--- config.mk ---
export PLATFORM = sky130hd
export DESIGN_NAME = banked_irq_ctrl
export DESIGN_NICKNAME = d
export VERILOG_FILES = /design/src/rtl/banked_irq_pkg.sv /design/src/rtl/irq_level_sync.sv /design/src/rtl/irq_enable_bank.sv /design/src/rtl/irq_any_reduce.sv /design/src/rtl/banked_irq_ctrl.sv
export SDC_FILE = /design/constraint.sdc
export NUM_CORES = 1
export LEC_CHECK = 0
export ABC_CLOCK_PERIOD_IN_PS = 1450
export BUFFER_PORTS_ARGS = -buffer_cell sky130_fd_sc_hd__buf_2
export CAP_MARGIN = 10
export CORE_ASPECT_RATIO = 1.25
export CORE_MARGIN = 5
export CORE_UTILIZATION = 41
export DETAILED_ROUTE_END_ITERATION = 12
export PLACE_DENSITY_LB_ADDON = 0.12
export SLEW_MARGIN = 20
export SYNTH_ARGS = -nofsm -noshare
export SYNTH_HDL_FRONTEND = slang
export SYNTH_SLANG_ARGS = --single-unit
--- constraint.sdc ---
create_clock -name clk -period 1.45 [get_ports clk]
set_input_delay 0.0725 -clock clk [delete_from_list [all_inputs] [get_ports clk]]
set_output_delay 0.0725 -clock clk [all_outputs]
set_load 0.01 [all_outputs]
--- src/rtl/banked_irq_pkg.sv ---
package banked_irq_pkg;

  localparam int unsigned WORD_BITS  = 32;
  localparam int unsigned WORD_BYTES = 4;

  // Bytes taken by one CPU bank: an enable group plus a status group.
  function automatic int unsigned bank_bytes(input int unsigned nwords);
    return nwords * 2 * WORD_BYTES;
  endfunction

  // Which CPU bank a byte address falls into.
  function automatic int unsigned bank_index(input int unsigned addr,
                                             input int unsigned nwords);
    return addr / bank_bytes(nwords);
  endfunction

  // 32-bit slot number inside the bank (0 .. 2*nwords-1).
  function automatic int unsigned slot_index(input int unsigned addr,
                                             input int unsigned nwords);
    return (addr % bank_bytes(nwords)) / WORD_BYTES;
  endfunction

  // Logical word held by a slot, for either group, given the order mode.
  function automatic int unsigned logical_word(input int unsigned slot,
                                               input int unsigned nwords,
                                               input bit          reversed);
    int unsigned pos;
    pos = slot % nwords;
    return reversed ? (nwords - 1 - pos) : pos;
  endfunction

endpackage

--- src/rtl/irq_level_sync.sv ---
module irq_level_sync #(
  parameter int unsigned WIDTH = 64
) (
  input  logic             clk,
  input  logic             rst_n,
  input  logic [WIDTH-1:0] async_in,
  output logic [WIDTH-1:0] sync_out
);

  logic [WIDTH-1:0] meta_q;
  logic [WIDTH-1:0] sync_q;

  always_ff @(posedge clk or negedge rst_n) begin
    if (!rst_n) begin
      meta_q <= '0;
      sync_q <= '0;
    end else begin
      meta_q <= async_in;
      sync_q <= meta_q;
    end
  end

  assign sync_out = sync_q;

endmodule

--- src/rtl/irq_enable_bank.sv ---
module irq_enable_bank
  import banked_irq_pkg::*;
#(
  parameter int unsigned NUM_WORDS = 4,
  localparam int unsigned WORD_W = (NUM_WORDS > 1) ? $clog2(NUM_WORDS) : 1
) (
  input  logic                                 clk,
  input  logic                                 rst_n,
  input  logic                                 wr_en,
  input  logic [WORD_W-1:0]                    wr_word,
  input  logic [WORD_BITS-1:0]                 wr_data,
  output logic [NUM_WORDS-1:0][WORD_BITS-1:0]  en_words
);

  logic [NUM_WORDS-1:0][WORD_BITS-1:0] en_q;

  always_ff @(posedge clk or negedge rst_n) begin
    if (!rst_n) begin
      en_q <= '0;
    end else if (wr_en) begin
      en_q[wr_word] <= wr_data;
    end
  end

  assign en_words = en_q;

  // without a write strobe the enable words keep their value.
  assert_hold_without_write_R4: assert property (
    @(posedge clk) disable iff (!rst_n)
      !wr_en |=> $stable(en_q));

  // a strobed write lands as a whole word in the addressed slot.
  assert_write_lands_R4: assert property (
    @(posedge clk) disable iff (!rst_n)
      wr_en |=> en_q[$past(wr_word)] == $past(wr_data));

endmodule

--- src/rtl/irq_any_reduce.sv ---
module irq_any_reduce
  import banked_irq_pkg::*;
#(
  parameter int unsigned NUM_WORDS = 4
) (
  input  logic                                clk,
  input  logic                                rst_n,
  input  logic [NUM_WORDS-1:0][WORD_BITS-1:0] en_words,
  input  logic [NUM_WORDS-1:0][WORD_BITS-1:0] stat_words,
  output logic                                irq
);

  logic [NUM_WORDS-1:0] word_hit;
  logic                 pend_any;
  logic                 irq_q;

  for (genvar w = 0; w < NUM_WORDS; w++) begin : g_word
    assign word_hit[w] = |(en_words[w] & stat_words[w]);
  end

  assign pend_any = |word_hit;

  always_ff @(posedge clk or negedge rst_n) begin
    if (!rst_n) irq_q <= 1'b0;
    else        irq_q <= pend_any;
  end

  assign irq = irq_q;

  // with no enable bit set in this bank, the line is low next cycle.
  assert_no_enable_no_irq_R6: assert property (
    @(posedge clk) disable iff (!rst_n)
      (en_words == '0) |=> !irq_q);

  // with no active source at all, the line is low next cycle.
  assert_no_source_no_irq_R6: assert property (
    @(posedge clk) disable iff (!rst_n)
      (stat_words == '0) |=> !irq_q);

endmodule

--- src/rtl/banked_irq_ctrl.sv ---
module banked_irq_ctrl
  import banked_irq_pkg::*;
#(
  parameter int unsigned NUM_CPUS     = 2,
  parameter int unsigned NUM_WORDS    = 4,
  parameter int unsigned ADDR_W       = 8,
  parameter bit          WORD_REVERSE = 1'b1
) (
  input  logic                            clk,
  input  logic                            rst_n,
  input  logic [NUM_WORDS*WORD_BITS-1:0]  src_level,
  input  logic                            bus_sel,
  input  logic                            bus_wr,
  input  logic [ADDR_W-1:0]               bus_addr,
  input  logic [WORD_BITS-1:0]            bus_wdata,
  output logic [WORD_BITS-1:0]            bus_rdata,
  output logic [NUM_CPUS-1:0]             cpu_irq
);

  localparam int unsigned SRC_BITS = NUM_WORDS * WORD_BITS;
  localparam int unsigned CPU_W    = (NUM_CPUS > 1) ? $clog2(NUM_CPUS) : 1;
  localparam int unsigned WORD_W   = (NUM_WORDS > 1) ? $clog2(NUM_WORDS) : 1;

  // ---------------- address decode ----------------
  int unsigned        dec_bank;
  int unsigned        dec_slot;
  logic               dec_hit;
  logic               dec_status;
  logic [CPU_W-1:0]   dec_cpu;
  logic [WORD_W-1:0]  dec_word;

  always_comb begin
    dec_bank   = bank_index(32'(bus_addr), NUM_WORDS);
    dec_slot   = slot_index(32'(bus_addr), NUM_WORDS);
    dec_hit    = (dec_bank < NUM_CPUS);
    dec_status = (dec_slot >= NUM_WORDS);
    dec_cpu    = CPU_W'(dec_bank);
    dec_word   = WORD_W'(logical_word(dec_slot, NUM_WORDS, WORD_REVERSE));
  end

  logic                wr_fire;
  logic [NUM_CPUS-1:0] wr_strobe;

  assign wr_fire = bus_sel && bus_wr && dec_hit && !dec_status;

  // ---------------- source synchronizer ----------------
  logic [SRC_BITS-1:0]                 stat_flat;
  logic [NUM_WORDS-1:0][WORD_BITS-1:0] stat_words;

  irq_level_sync #(.WIDTH(SRC_BITS)) u_sync (
    .clk      (clk),
    .rst_n    (rst_n),
    .async_in (src_level),
    .sync_out (stat_flat)
  );

  assign stat_words = stat_flat;

  // ---------------- per-CPU banks ----------------
  logic [NUM_CPUS-1:0][NUM_WORDS-1:0][WORD_BITS-1:0] en_all;

  for (genvar k = 0; k < NUM_CPUS; k++) begin : g_cpu
    assign wr_strobe[k] = wr_fire && (dec_cpu == CPU_W'(k));

    irq_enable_bank #(.NUM_WORDS(NUM_WORDS)) u_bank (
      .clk      (clk),
      .rst_n    (rst_n),
      .wr_en    (wr_strobe[k]),
      .wr_word  (dec_word),
      .wr_data  (bus_wdata),
      .en_words (en_all[k])
    );

    irq_any_reduce #(.NUM_WORDS(NUM_WORDS)) u_reduce (
      .clk        (clk),
      .rst_n      (rst_n),
      .en_words   (en_all[k]),
      .stat_words (stat_words),
      .irq        (cpu_irq[k])
    );
  end

  // ---------------- read path ----------------
  always_comb begin
    bus_rdata = '0;
    if (bus_sel && !bus_wr && dec_hit) begin
      if (dec_status) bus_rdata = stat_words[dec_word];
      else            bus_rdata = en_all[dec_cpu][dec_word];
    end
  end

  // a single access never strobes more than one CPU bank.
  assert_single_bank_write_R5: assert property (
    @(posedge clk) disable iff (!rst_n)
      $onehot0(wr_strobe));

  // writes aimed at status slots leave all enable state untouched.
  assert_status_write_ignored_R7: assert property (
    @(posedge clk) disable iff (!rst_n)
      (bus_sel && bus_wr && dec_hit && dec_status) |=> $stable(en_all));

  // writes past the last bank leave all enable state untouched.
  assert_stray_write_ignored_R9: assert property (
    @(posedge clk) disable iff (!rst_n)
      (bus_sel && bus_wr && !dec_hit) |=> $stable(en_all));

  // reads past the last bank return zero.
  assert_stray_read_zero_R9: assert property (
    @(posedge clk) disable iff (!rst_n)
      (bus_sel && !bus_wr && !dec_hit) |-> (bus_rdata == '0));

  // every interrupt line is low while reset is applied.
  assert_reset_quiet_R8: assert property (
    @(posedge clk) !rst_n |-> (cpu_irq == '0));

endmodule

==> reports/metrics.yaml <==
outcome:
  status: "finished, violations left"
  violations: "negative setup slack"
worst_setup_path:
  end_kind: "output port"
  crit_arrival_ns: 2.11
  r2r-end: "g_cpu[1].u_reduce.irq"
  worst_r2r_path_depth: 6
  critPathKind: "reg -> out"
  start_kind: "register"
  r2r_start: "u_sync.sync_out[117]"
  cp.required_ns: 1.38
  cp_max_fo: 2
  reg2reg_slack_ns: -0.39
floorplanning:
  core_area_um2: 49410
  fp.dieH_um: 259.9
  pin_count: 206
  design.die.area_um2: 54560
  die_w_um: 209.9
  start_util_pct: 41.45
  row_count: 91
global_route:
  grt_usage_pct: 24.96
  grt.overflow.total: 0
  grt_pass1_vias: 16200
  grt_max_degree: 69
  antenna_found_initial: 0
  grt_pass1_wl_um: 102000
sta:
  finalCritPeriodShare_pct: 150.7
  maxSlewHeadroom_pct: 59.47
  rsz0062_at_grt: "true"
  final-setup-viol-count: 34
  fin_worst_skew_ns: 0.01684
  final.setup.tns_ns: -20.86
  tightest_slew_ns: 0.6079
  layout_min_cycle_time_ns: 2.185
  maxSlewViolCount: 0
  layout_setup_ws_ns: -0.7350
  whs_ns: 0.1165
  finalHoldViolCount: 0
  fmax_mhz: 457.7
clock_tree:
  worstSkewPairLatency_ns: 0.59
  cts_max_path_buffers: 3
  cts_tree: "yes"
  clock_sinks: 514
  root_buffer: "clkbuf_16"
  cts-buffers-inserted: 53
  path_clk_slew_ns: 0.07
  htreeDepth: 2
routing:
  drtIter0Drc: 776
  wl_per_cell_um: 25.50
  drtAntennaViolNets: 0
  via_per_inst: 5.415
  drt_pass1_iterations: 6
  remaining_drc_errors: 0
  drt-total-wl_um: 67980
  vias: 14440
synthesis:
  syn_avg_cell_area_um2: 16.04
  syn_inst: 1277
  synth-seq-cells: 514
  yosysSeqAreaShare_pct: 62.79
  syn-cell-area_um2: 20480
  ys.warnings.count: 0
  synthesis.nets: 1449
  synth.distinct_cells: 31
flow_run:
  drv_cap: 0
cells_and_area:
  n_antenna_cell: 0
  drive_gt1_share_pct: 52.31
  fin_nets: 2147
  layout.cells.non_filler: 2666
  area_growth_pct: 42.90
hold_path:
  hold_path_class: "in -> reg"
  hold_start: "src_level[71]"
  hold_end: "u_sync.meta_q[71]"
  hold_depth: 2
placed_design:
  gp_congestion: 0.8447
  placed_cells: 2364
  io_buffer_count: 203
  place_hpwl_um: 47900
power_and_ir_drop:
  power.density_nw_per_um2: 1241
  p_leak_nw: 13.77
  peakVddDrop_mv: 1.042
  power_mw: 36.33
-- cell usage after synthesis (all sizes together) --
master	n	area [µm²]
nand4	18	112.6
o22ai	32	200.2
nand3	8	40.04
nor4	4	25.02
mux2	256	2995
mux2i	64	640.6
a22oi	42	315.3
nor2b	34	212.7
nand3b	1	7.510
a221oi	46	402.9
nor3	36	180.2
mux4	62	1396
nor2	3	16.26
a211oi	30	225.2
or3	1	6.260
nor3b	3	50.05
nand2	3	11.26
or2	2	12.51
a22o	44	385.4
nand2b	2	12.51
a21oi	2	10.01
buf	48	280.3
dfrtp	514	12860
clkbuf	22	82.58
-- what timing repair did --
item                                    CTS  global route
endpoints found under the setup margin   34            34
hold endpoints to repair                898             0
resized for setup                        95            17
setup buffers                            43             7
pin swaps                                53             7
hold buffers                            162             0
-- where the power goes --
group	internal (mW)	total (mW)	switching, mW
Clock	9.54	15.4	5.83
Sequential	15.3	16.1	0.810
Combinational	2.76	4.85	2.09
-- cells in the final DEF, fill, tap and decap left out, types with 4 or more instances in the layout --
cell           count
a211oi_1           4
a211oi_2          23
a221oi_1          19
a221oi_2          26
a22o_1            44
a22oi_1           42
buf_12            30
buf_2            199
buf_4            287
buf_6             34
bufinv_16         13
clkbuf_1           6
clkbuf_16         53
clkbuf_8          10
clkinv_2           4
clkinv_4           4
dfrtp_1          508
dfrtp_2            6
dlygate4sd3_1    162
mux2_1            15
mux2_2           209
mux2_4            32
mux2i_1           64
mux4_2            62
nand3_1            4
nand3_2            4
nand4_1           18
nor2b_1           30
nor2b_2            4
nor3_1             4
nor3_2            31
o22ai_1           32
-- routing by layer --
| metal | vias up | routed length, µm | track usage [%] |
|---|---|---|---|
| li1 | 6332 | - | - |
| met3 | 172 | 2810 | 3.547 |
| met5 | - | 0 | 0 |
| met1 | 7500 | 26220 | 30.00 |
| met4 | 0 | 4048 | 12.77 |
| met2 | 432 | 34900 | 43.81 |
-- state kept, by name, summed over array words and instances, names as in the netlist --
signal,cells
u_sync.meta_q,128
u_sync.sync_out,128
g_cpu.u_bank.en_words,256
g_cpu.u_reduce.irq,2
-- area by class of cell --
cell class	count	area, µm²
Clock inverter	26	488.0
Tap cell	651	814.5
Timing Repair Buffer	713	5771
Fill cell	3989	20140
Multi-Input combinational cell	693	7841
Sequential cell	514	12870
Clock buffer	69	1486
-- cells by family (layout without fill, tap and decap cells) --
logic type | count (synthesis) | count (layout) | share of synthesized area [%]
flops | 514 | 514 | 62.79
mux | 382 | 382 | 24.57
compound gates | 196 | 196 | 7.513
simple gates | 115 | 115 | 3.353
buf+inv | 70 | 808 | 1.771
-- worst max-delay path: stages (launching register included) --
cell and delay [ns]:
dfrtp_1 0.39, buf_6 0.12, mux4_2 0.51, a211oi_4 0.27
nor3_2 0.08, buf_2 0.15
-- through the flow --
| step | utilization (%) | worst slack [ns] | area (µm²) |
|---|---|---|---|
| after CTS | 58.99 | -0.7737 | 29150 |
| after global routing | 59.23 | -0.8064 | 29270 |
| after global placement | 50.17 | -0.7004 | 24790 |
| after detailed placement | 50.17 | -0.6737 | 24790 |
| after floorplan | - | -0.1623 | 20710 |
| final | 59.23 | -0.7350 | 29270 |
-- worst max path at each step --
stage | start | to | slack (ns)
finish | g_cpu[1].u_bank.en_words[2] | bus_rdata[2] | -0.74
global route | g_cpu[1].u_bank.en_words[2] | bus_rdata[2] | -0.81
CTS | g_cpu[1].u_bank.en_words[2] | bus_rdata[2] | -0.77
detailed placement | u_sync.sync_out[54] | g_cpu[1].u_reduce.irq | -0.67
global placement | u_sync.sync_out[54] | g_cpu[1].u_reduce.irq | -0.70
floorplan | bus_addr[6] | g_cpu[0].u_bank.en_words[65] | -0.16
(Power assumes the default switching activity.)
